==> config.mk <==
export PLATFORM = sky130hd
export DESIGN_NAME = hzd_ctrl
export DESIGN_NICKNAME = d
export VERILOG_FILES = /design/src/rtl/hzd_pkg.sv /design/src/rtl/hzd_match.sv /design/src/rtl/hzd_ex_bypass.sv /design/src/rtl/hzd_stall.sv /design/src/rtl/hzd_ctrl.sv
export SDC_FILE = /design/constraint.sdc
export NUM_CORES = 1
export LEC_CHECK = 0
export BUFFER_PORTS_ARGS = -buffer_cell sky130_fd_sc_hd__buf_2
export CAP_MARGIN = 5
export CORE_MARGIN = 4
export CORE_UTILIZATION = 44
export DETAILED_ROUTE_END_ITERATION = 12
export PLACE_DENSITY = 0.94
export SLEW_MARGIN = 20
export SYNTH_ARGS = -nofsm -noshare
export SYNTH_HDL_FRONTEND = slang
export SYNTH_SLANG_ARGS = --single-unit
==> constraint.sdc <==
create_clock -name vclk -period 3.9
set_clock_uncertainty 0.2 [all_clocks]
set_input_delay 0.195 -clock vclk [all_inputs]
set_output_delay 0.195 -clock vclk [all_outputs]
set_load 0.02 [all_outputs]
==> src/rtl/hzd_pkg.sv <==
package hzd_pkg;
  localparam int SEL_W = 2;

  typedef enum logic [SEL_W-1:0] {
    SEL_RF  = 2'b00,
    SEL_WB  = 2'b01,
    SEL_MEM = 2'b10
  } alu_sel_e;
endpackage

==> src/rtl/hzd_match.sv <==
module hzd_match #(
  parameter int AW = 5
) (
  input  logic [AW-1:0] src,
  input  logic [AW-1:0] dst,
  input  logic          wen,
  output logic          hit
);
  always_comb begin
    hit = wen && (dst != '0) && (dst == src);
  end
endmodule

==> src/rtl/hzd_ex_bypass.sv <==
module hzd_ex_bypass
  import hzd_pkg::*;
#(
  parameter int AW = 5
) (
  input  logic [AW-1:0]    src,
  input  logic [AW-1:0]    mem_rd,
  input  logic             mem_wen,
  input  logic [AW-1:0]    wb_rd,
  input  logic             wb_wen,
  output logic [SEL_W-1:0] sel
);
  logic mem_hit;
  logic wb_hit;

  hzd_match #(.AW(AW)) u_mem (.src(src), .dst(mem_rd), .wen(mem_wen), .hit(mem_hit));
  hzd_match #(.AW(AW)) u_wb  (.src(src), .dst(wb_rd),  .wen(wb_wen),  .hit(wb_hit));

  // the newer producer wins
  always_comb begin
    if (mem_hit)     sel = SEL_MEM;
    else if (wb_hit) sel = SEL_WB;
    else             sel = SEL_RF;
  end
endmodule

==> src/rtl/hzd_stall.sv <==
module hzd_stall #(
  parameter int AW   = 5,
  parameter int NSRC = 2
) (
  input  logic [NSRC-1:0][AW-1:0] id_src,
  input  logic                    id_branch,
  input  logic                    id_taken,
  input  logic [AW-1:0]           ex_rd,
  input  logic                    ex_wen,
  input  logic                    ex_load,
  input  logic [AW-1:0]           mem_rd,
  input  logic                    mem_wen,
  input  logic                    mem_load,
  output logic                    stall,
  output logic                    squash
);
  logic [NSRC-1:0] ex_hit;
  logic [NSRC-1:0] mem_ld_hit;
  logic            load_use;
  logic            br_wait;
  logic            mem_ld_wen;

  assign mem_ld_wen = mem_wen & mem_load;

  for (genvar i = 0; i < NSRC; i++) begin : g_src
    hzd_match #(.AW(AW)) u_ex (
      .src(id_src[i]), .dst(ex_rd), .wen(ex_wen), .hit(ex_hit[i])
    );
    hzd_match #(.AW(AW)) u_mem (
      .src(id_src[i]), .dst(mem_rd), .wen(mem_ld_wen), .hit(mem_ld_hit[i])
    );
  end

  always_comb begin
    load_use = ex_load && (|ex_hit);
    br_wait  = id_branch && ((|ex_hit) || (|mem_ld_hit));
    stall    = load_use || br_wait;
    squash   = id_branch && id_taken && !stall;
  end
endmodule

==> src/rtl/hzd_ctrl.sv <==
module hzd_ctrl
  import hzd_pkg::*;
#(
  parameter int REG_AW = 5
) (
  input  logic [REG_AW-1:0] id_rs1,
  input  logic [REG_AW-1:0] id_rs2,
  input  logic              id_branch,
  input  logic              id_taken,
  input  logic [REG_AW-1:0] ex_rs1,
  input  logic [REG_AW-1:0] ex_rs2,
  input  logic [REG_AW-1:0] ex_rd,
  input  logic              ex_regwrite,
  input  logic              ex_memtoreg,
  input  logic [REG_AW-1:0] mem_rd,
  input  logic              mem_regwrite,
  input  logic              mem_memtoreg,
  input  logic [REG_AW-1:0] wb_rd,
  input  logic              wb_regwrite,
  output logic [SEL_W-1:0]  ex_fwd_a,
  output logic [SEL_W-1:0]  ex_fwd_b,
  output logic              id_fwd_a,
  output logic              id_fwd_b,
  output logic              pc_hold,
  output logic              ifid_hold,
  output logic              ifid_flush,
  output logic              idex_flush
);
  localparam int NSRC = 2;

  logic [NSRC-1:0][REG_AW-1:0] id_src;
  logic [NSRC-1:0][REG_AW-1:0] ex_src;
  logic [NSRC-1:0][SEL_W-1:0]  ex_sel;
  logic [NSRC-1:0]             id_sel;
  logic                        mem_alu_wen;
  logic                        stall;

  assign id_src      = {id_rs2, id_rs1};
  assign ex_src      = {ex_rs2, ex_rs1};
  assign mem_alu_wen = mem_regwrite & ~mem_memtoreg;

  for (genvar i = 0; i < NSRC; i++) begin : g_op
    hzd_ex_bypass #(.AW(REG_AW)) u_exb (
      .src(ex_src[i]), .mem_rd(mem_rd), .mem_wen(mem_regwrite),
      .wb_rd(wb_rd), .wb_wen(wb_regwrite), .sel(ex_sel[i])
    );
    hzd_match #(.AW(REG_AW)) u_idb (
      .src(id_src[i]), .dst(mem_rd), .wen(mem_alu_wen), .hit(id_sel[i])
    );
  end

  hzd_stall #(.AW(REG_AW), .NSRC(NSRC)) u_stall (
    .id_src(id_src), .id_branch(id_branch), .id_taken(id_taken),
    .ex_rd(ex_rd), .ex_wen(ex_regwrite), .ex_load(ex_memtoreg),
    .mem_rd(mem_rd), .mem_wen(mem_regwrite), .mem_load(mem_memtoreg),
    .stall(stall), .squash(ifid_flush)
  );

  assign ex_fwd_a   = ex_sel[0];
  assign ex_fwd_b   = ex_sel[1];
  assign id_fwd_a   = id_sel[0];
  assign id_fwd_b   = id_sel[1];
  assign pc_hold    = stall;
  assign ifid_hold  = stall;
  assign idex_flush = stall;
endmodule

==> results.json, run 1 <==
{
  "netlist-cell-type-count": 19,
  "pwr-share-comb": 1.000,
  "nNetsFinal": 164,
  "finalCriticalPeriod_ns": 2.08,
  "fmax_mhz": 481,
  "synth_compound_area_frac": 0.0986,
  "drt-total-wl_mm": 1.95,
  "p_sw_uw": 47.8,
  "initial_core_util": 0.472,
  "hp-start": "mem_memtoreg",
  "antenna_found_initial": 0,
  "swShare": 0.527,
  "core_um2": 1320,
  "post_cts_buffers": 0,
  "seq_area_um2": 0,
  "grt.overflow.total": 0,
  "power_uw": 90.9,
  "yosysTopAreaCellShare": 0.352,
  "cp_max_fo": 5,
  "n_antenna_cell": 0,
  "ys_seq_area_frac": 0,
  "criticalPathCategory": "input pin to output pin",
  "area_delta_synth_final_pct": 35.2,
  "synth.most_common_cell": "xor2_1",
  "synth_top_family_by_area": "XOR/XNOR gates",
  "grt_max_degree": 6,
  "stdcell_count": 135,
  "status": "complete, no violations",
  "yosys.area.top_type": "xor2_1",
  "hold_buffers": 0,
  "setup.worst_path.start": "mem_rd[1]",
  "drive_gt1_frac": 0.483,
  "grt.total_usage": 0.173,
  "syn_nets": 119,
  "synth_fa_ha_area_frac": 0,
  "drtIter0Drc": 10,
  "first_global_vias": 657,
  "die_y_um": 45.6,
  "cp-start-kind": "input pin",
  "grt_pass1_wl_mm": 2.78,
  "setup_viol": 0,
  "yosys-top-cells-area": "xor2_1 (35%), xnor2_1 (21%), nor4_2 (8.0%), nor3_1 (4.8%), buf_4 (4.8%)",
  "internal-power_uw": 43.0,
  "place_ws_ns": 1.83,
  "endpoint_kind": "output pin",
  "p_clk_frac": 0,
  "ir_drop_v": 0.0000584,
  "rsz0062_at_grt": "false",
  "portBuffers": 52,
  "yosysWarnings": 0,
  "fin_ws_ns": 1.82,
  "synth_simple_gate_area_frac": 0.241,
  "hpwl_mm": 1.80,
  "ctsResizeCount": 0,
  "worst_ep_arrival_time_ns": 1.69,
  "drc": 0,
  "power_density_nw_per_um2": 108,
  "vias_per_cell": 5.19,
  "min_path_type": "input pin to output pin",
  "required_ns": 3.50,
  "finalHoldViolCount": 0,
  "row_count": 13,
  "worstMarginPinSlew_ns": 0.353,
  "synthesis.area_um2": 622,
  "clkbuf_count": 0,
  "fp.dieArea_um2": 2080,
  "fill_cells": 121,
  "pin_count": 52,
  "post-route-period-util": 0.534,
  "detail-route-antenna-nets": 0,
  "wire_per_inst_um": 14.4,
  "maxCapViolCount": 0,
  "seqPwrFrac": 0,
  "placedCellCount": 135,
  "synthMuxAreaShare": 0,
  "avgSynthCellArea_um2": 8.08,
  "die_x_um": 45.6,
  "gp_congestion": 0.768,
  "maxSlewViolCount": 0,
  "cellLeakagePower_nw": 0.390,
  "syn_inst": 77,
  "ys_top_cells_by_count": "xor2_1 (25), xnor2_1 (15), nor3_1 (6), nand3_1 (5)",
  "synthXorXnorAreaFrac": 0.563,
  "maxSlewHeadroom": 0.763,
  "routed-via-count": 700,
  "drt_first_pass_iters": 4,
  "seq_cell_count": 0,
  "setup_tns_ns": 0
}
stage by stage:
| stage | utilization | hold slack [ns] | area (um2) |
|---|---|---|---|
| final | 0.638 | 0.483 | 841 |
| after global placement | 0.638 | 0.484 | 841 |
| after global routing | 0.638 | 0.514 | 841 |
| after CTS | 0.638 | 0.487 | 841 |
| after detailed placement | 0.638 | 0.486 | 841 |
| after floorplan | - | 0.279 | 622 |
power groups by stage:
stage          Clock (mW)  Sequential, mW  Combinational [mW]
5_1_grt                 0               0              0.0980
3_3_place_gp            0               0              0.0859
4_1_cts                 0               0              0.0907
3_5_place_dp            0               0              0.0904
2_1_floorplan           0               0              0.0527
6_report                0               0              0.0909
worst max-delay path: stages:
cell     delay, ns
buf_2         0.15
or4_4         0.55
o21ai_4       0.21
nor4_2        0.09
nor4_2        0.28
buf_2         0.21
area by class of cell:
class | count | area (um2) | share of cell area
well taps | 15 | 18.8 | 0.0223
repair buffers | 52 | 260 | 0.310
multi-input cells | 68 | 562 | 0.668
cells by family (layout without fill, tap and decap cells):
logic type      count (synthesis)  count (layout)
simple gates                   21              21
compound gates                  7               7
buf+inv                         9              52
xor+xnor                       40              40
final timing paths:
| check | end | slack [ns] | cells past startpoint |
|---|---|---|---|
| setup / recovery | ex_fwd_b[0] | 1.82 | 6 |
| hold / removal | id_fwd_b | 0.48 | 3 |
placed cells by master, fill, tap and decap left out:
cell      netlist  routed
o21ai_0         2       2
xor2_1         25      25
o221ai_1        1       1
xnor2_1        15      15
a31oi_1         1       1
nor4_2          4       4
o21ai_4         1       1
buf_2           2      52
nand3_1         5       5
or4_1           4       4
or4_4           1       1
o2111a_1        1       1
nand2_1         1       1
a211o_1         1       1
nor3_1          6       6
layer usage:
layer	routed length [um]	up-vias	GRT usage
met5	0	-	0
met4	0	0	0
met3	72	0	0.00395
met2	1110	15	0.334
met1	770	333	0.221
li1	-	352	-
(Power assumes the default switching activity.)
==> run 2, diff against run 1 <==
--- a/config.mk
+++ b/config.mk
@@ -5,12 +5,13 @@
 export SDC_FILE = /design/constraint.sdc
 export NUM_CORES = 1
 export LEC_CHECK = 0
+export ABC_AREA = 1
 export BUFFER_PORTS_ARGS = -buffer_cell sky130_fd_sc_hd__buf_2
 export CAP_MARGIN = 5
 export CORE_MARGIN = 4
 export CORE_UTILIZATION = 44
 export DETAILED_ROUTE_END_ITERATION = 12
-export PLACE_DENSITY = 0.94
+export PLACE_DENSITY = 0.88
 export SLEW_MARGIN = 20
 export SYNTH_ARGS = -nofsm -noshare
 export SYNTH_HDL_FRONTEND = slang
==> constraint.sdc (replaced) <==
create_clock -name vclk -period 2.05
set_clock_uncertainty 0.2 [all_clocks]
set_input_delay 0.1025 -clock vclk [all_inputs]
set_output_delay 0.1025 -clock vclk [all_outputs]
set_load 0.02 [all_outputs]
==> results.json, run 2 <==
{
  "ir_drop_v": 0.000103,
  "place_ws_ns": 0.652,
  "setup_tns_ns": 0,
  "whs_endpoint": "id_fwd_a",
  "power_uw": 191,
  "yosys-top-cells-area": "nand2_1 (22%), xnor2_1 (18%), xor2_1 (10%), nor2_1 (9.9%), inv_1 (5.4%)",
  "grt.total_usage": 0.159,
  "mostFrequentLayoutCells": "buf_2 (52), nand2_1 (45), nor2_1 (20)",
  "die_y_um": 49.6,
  "placedCellCount": 199,
  "drt_first_pass_iters": 4,
  "placed_area_um2": 972,
  "fmax_mhz": 717,
  "finalHoldViolCount": 0,
  "setup_viol": 0,
  "clkbuf_count": 0,
  "drive_gt1_frac": 0.366,
  "grt_max_degree": 8,
  "fin_area_um2": 972,
  "cp_max_fo": 7,
  "hpwl_mm": 1.91,
  "holdWs_ns": 0.307,
  "antenna_found_initial": 0,
  "required_ns": 1.75,
  "vias_per_cell": 4.69,
  "row_count": 14,
  "power_density_nw_per_um2": 197,
  "critPathMaxStageDelay_ns": 0.21,
  "synthesis.area_um2": 761,
  "post_cts_buffers": 0,
  "maxCapViolCount": 0,
  "pin_count": 52,
  "worst_ep_arrival_time_ns": 1.09,
  "syn_inst": 138,
  "ys_seq_area_frac": 0,
  "maxSlewHeadroom": 0.862,
  "min_path_type": "input pin to output pin",
  "fp.dieArea_um2": 2460,
  "seq_cell_count": 0,
  "endpoint_kind": "output pin",
  "wire_per_inst_um": 10.3,
  "detail-route-antenna-nets": 0,
  "yosysWarnings": 0,
  "criticalPathCategory": "input pin to output pin",
  "first_global_vias": 815,
  "netlist-cell-type-count": 20,
  "area_delta_synth_final_pct": 27.8,
  "avgSynthCellArea_um2": 5.51,
  "die_x_um": 49.6,
  "gp_congestion": 0.821,
  "grt_pass1_wl_mm": 3.33,
  "grt.overflow.total": 0,
  "maxSlewViolCount": 0,
  "syn_nets": 180,
  "core_um2": 1580,
  "fin_ws_ns": 0.655,
  "cp_cell_sequence": "buf_2, nor2_4, nand3_2, o21ai_4, nor2_2, nand2_1, nand2_2, nor2_2, buf_2",
  "drc": 0,
  "yosysTopAreaCellShare": 0.222,
  "n_antenna_cell": 0,
  "initial_core_util": 0.483,
  "routed-via-count": 933,
  "holdPathStages": 3,
  "mostFrequentLayoutCell": "buf_2",
  "crit_family": "simple AND/OR/NAND/NOR gates",
  "finalCriticalPeriod_ns": 1.39,
  "nNetsFinal": 227,
  "portBuffers": 52,
  "final_util": 0.617,
  "drtIter0Drc": 18,
  "synth.most_common_cell": "nand2_1",
  "cp-start-kind": "input pin",
  "stdcell_count": 199,
  "seq_area_um2": 0,
  "status": "complete, no violations",
  "slowest_stage": "o21ai_4",
  "ys_top_cells_by_count": "nand2_1 (45), nor2_1 (20), xnor2_1 (16), inv_1 (11), xor2_1 (9)",
  "rsz0062_at_grt": "false",
  "worstMarginPinSlew_ns": 0.206,
  "hold_buffers": 0,
  "hp-start": "mem_memtoreg",
  "cp_num_buf_inv": 2,
  "post-route-period-util": 0.680,
  "drt-total-wl_mm": 2.05,
  "cellLeakagePower_nw": 0.592,
  "yosys.area.top_type": "nand2_1",
  "ctsResizeCount": 0
}
run 2: layer usage:
metal,vias to the layer above,GRT usage,wire [um]
met5,-,0,0
li1,504,-,-
met3,0,0.0151,104
met1,407,0.194,868
met4,0,0.0184,0
met2,22,0.304,1080
run 2: worst max path at each step:
stage / slack [ns] / depth (start not counted) / startpoint / to
3_5_place_dp: 0.65 / 9 / mem_rd[0] / ifid_flush
3_3_place_gp: 0.69 / 9 / mem_rd[0] / ifid_flush
5_1_grt: 0.52 / 11 / mem_rd[2] / ifid_flush
6_report: 0.66 / 9 / mem_rd[0] / ifid_flush
4_1_cts: 0.65 / 9 / mem_rd[0] / ifid_flush
2_1_floorplan: 0.71 / 8 / mem_rd[1] / ifid_flush
run 2: report_power, final:
group,internal (mW),total (mW),switching (mW)
Sequential,0,0,0
Combinational,0.0859,0.191,0.105
Clock,0,0,0
Total,0.0859,0.191,0.105
run 2: final cells by class:
class,instances,area (um2)
timing repair buffer,52,260
multi-input combinational,114,628
tap,16,20.0
fill,142,604
inverter,17,63.8
run 2: cell families after synthesis:
group                     Yosys count  synth area share
and+or+nand+nor                    86             0.500
xor gates and xnor gates           25             0.288
buffers and inverters              24             0.174
AOI/OAI and AO/OA                   3            0.0378
==> run 3, diff against run 2 <==
--- a/config.mk
+++ b/config.mk
@@ -5,13 +5,13 @@
 export SDC_FILE = /design/constraint.sdc
 export NUM_CORES = 1
 export LEC_CHECK = 0
-export ABC_AREA = 1
+export ABC_AREA = 0
 export BUFFER_PORTS_ARGS = -buffer_cell sky130_fd_sc_hd__buf_2
 export CAP_MARGIN = 5
 export CORE_MARGIN = 4
-export CORE_UTILIZATION = 44
+export CORE_UTILIZATION = 41
 export DETAILED_ROUTE_END_ITERATION = 12
-export PLACE_DENSITY = 0.88
+export PLACE_DENSITY = 0.89
 export SLEW_MARGIN = 20
 export SYNTH_ARGS = -nofsm -noshare
 export SYNTH_HDL_FRONTEND = slang
==> constraint.sdc (replaced) <==
create_clock -name vclk -period 1.4
set_clock_uncertainty 0.2 [all_clocks]
set_input_delay 0.07 -clock vclk [all_inputs]
set_output_delay 0.07 -clock vclk [all_outputs]
set_load 0.02 [all_outputs]
==> results.json, run 3 (synthesis results as in run 1) <==
{
  "post-route-period-util": 1.24,
  "portBuffers": 52,
  "min_path_type": "input pin to output pin",
  "drt_first_pass_iters": 4,
  "vias_per_cell": 5.77,
  "placedCellCount": 159,
  "worst_ep_arrival_time_ns": 1.47,
  "violations": "negative setup slack",
  "nNetsFinal": 191,
  "holdWs_ns": 0.278,
  "required_ns": 1.13,
  "seq_area_um2": 0,
  "setup_viol": 10,
  "mostFrequentLayoutCell": "buf_2",
  "clkbuf_count": 0,
  "mostFrequentLayoutCells": "buf_2 (41), buf_4 (27), xor2_1 (25)",
  "maxSlewHeadroom": 0.774,
  "die_y_um": 46.9,
  "power_density_nw_per_um2": 322,
  "first_global_vias": 881,
  "hp-start": "mem_memtoreg",
  "detail-route-antenna-nets": 0,
  "core_um2": 1370,
  "initial_core_util": 0.455,
  "endpoint_kind": "output pin",
  "drive_gt1_frac": 0.687,
  "routed-via-count": 935,
  "pin_count": 52,
  "grt.total_usage": 0.259,
  "status": "finished, violations left",
  "final_util": 0.914,
  "drtIter0Drc": 54,
  "setup_tns_ns": -2.52,
  "criticalPathCategory": "input pin to output pin",
  "row_count": 13,
  "n_antenna_cell": 0,
  "fin_ws_ns": -0.343,
  "fp.dieArea_um2": 2200,
  "hpwl_mm": 2.15,
  "cellLeakagePower_nw": 0.586,
  "maxCapViolCount": 0,
  "grt.overflow.total": 0,
  "cp-start-kind": "input pin",
  "seq_cell_count": 0,
  "rsz0062_at_grt": "true",
  "power_uw": 403,
  "finalHoldViolCount": 0,
  "wire_per_inst_um": 21.3,
  "grt_max_degree": 5,
  "whs_endpoint": "id_fwd_a",
  "cp_max_fo": 3,
  "antenna_found_initial": 0,
  "ir_drop_v": 0.000208,
  "fmax_mhz": 574,
  "hold_buffers": 0,
  "maxSlewViolCount": 0,
  "gp_congestion": 0.823,
  "drt-total-wl_mm": 3.45,
  "grt_pass1_wl_mm": 4.03,
  "die_x_um": 46.9,
  "finalCriticalPeriod_ns": 1.74,
  "worstMarginPinSlew_ns": 0.336,
  "drc": 0,
  "area_delta_synth_final_pct": 101,
  "holdPathStages": 3,
  "stdcell_count": 162
}
==> run 3: worst max-delay path, stage by stage <==
cell     delay, ns
buf_2         0.13
or4_1         0.55
o21ai_0       0.31
or4_4         0.21
nor4_4        0.04
buf_4         0.16
==> run 3: cell type report <==
class	count	area, um2
fillers	55	118
repair buffers	79	532
multi-input cells	68	698
well taps	15	18.8
==> run 3: power by group <==
part / switching [mW] / internal [mW]
clock: 0 / 0
combinational: 0.204 / 0.199
sequential: 0 / 0
total: 0.204 / 0.199
==> run 3: per-stage QoR <==
stage                     setup WS (ns)  cell area [um2]
after floorplan                  -0.207              654
final                            -0.343             1250
after CTS                        -0.259             1180
after global routing             -0.401             1250
after detailed placement         -0.297             1040
after global placement           -0.272             1040
==> run 3: worst max path at each step <==
stage	start	end	slack (ns)	depth (start not counted)
global placement	mem_rd[1]	ifid_flush	-0.27	6
global route	wb_rd[0]	ex_fwd_a[0]	-0.40	6
floorplan	mem_rd[1]	ifid_hold	-0.21	6
detailed placement	mem_rd[1]	ifid_flush	-0.30	6
CTS	mem_rd[3]	ex_fwd_a[0]	-0.26	7
finish	wb_rd[0]	ex_fwd_a[0]	-0.34	6
==> run 3: metal layers <==
metal  global-route usage  up-vias  share of wire
li1                     -      408              -
met1                0.297      455           0.35
met2                0.501       56           0.55
met3               0.0153       16          0.066
met4               0.0829        0          0.040
met5                    0        -              0
==> run 3: timing repair <==
item	in CTS	in global routing
pin swaps	9	3
gates resized for setup	29	10
endpoints found under the setup margin	10	10
buffers inserted	2	1
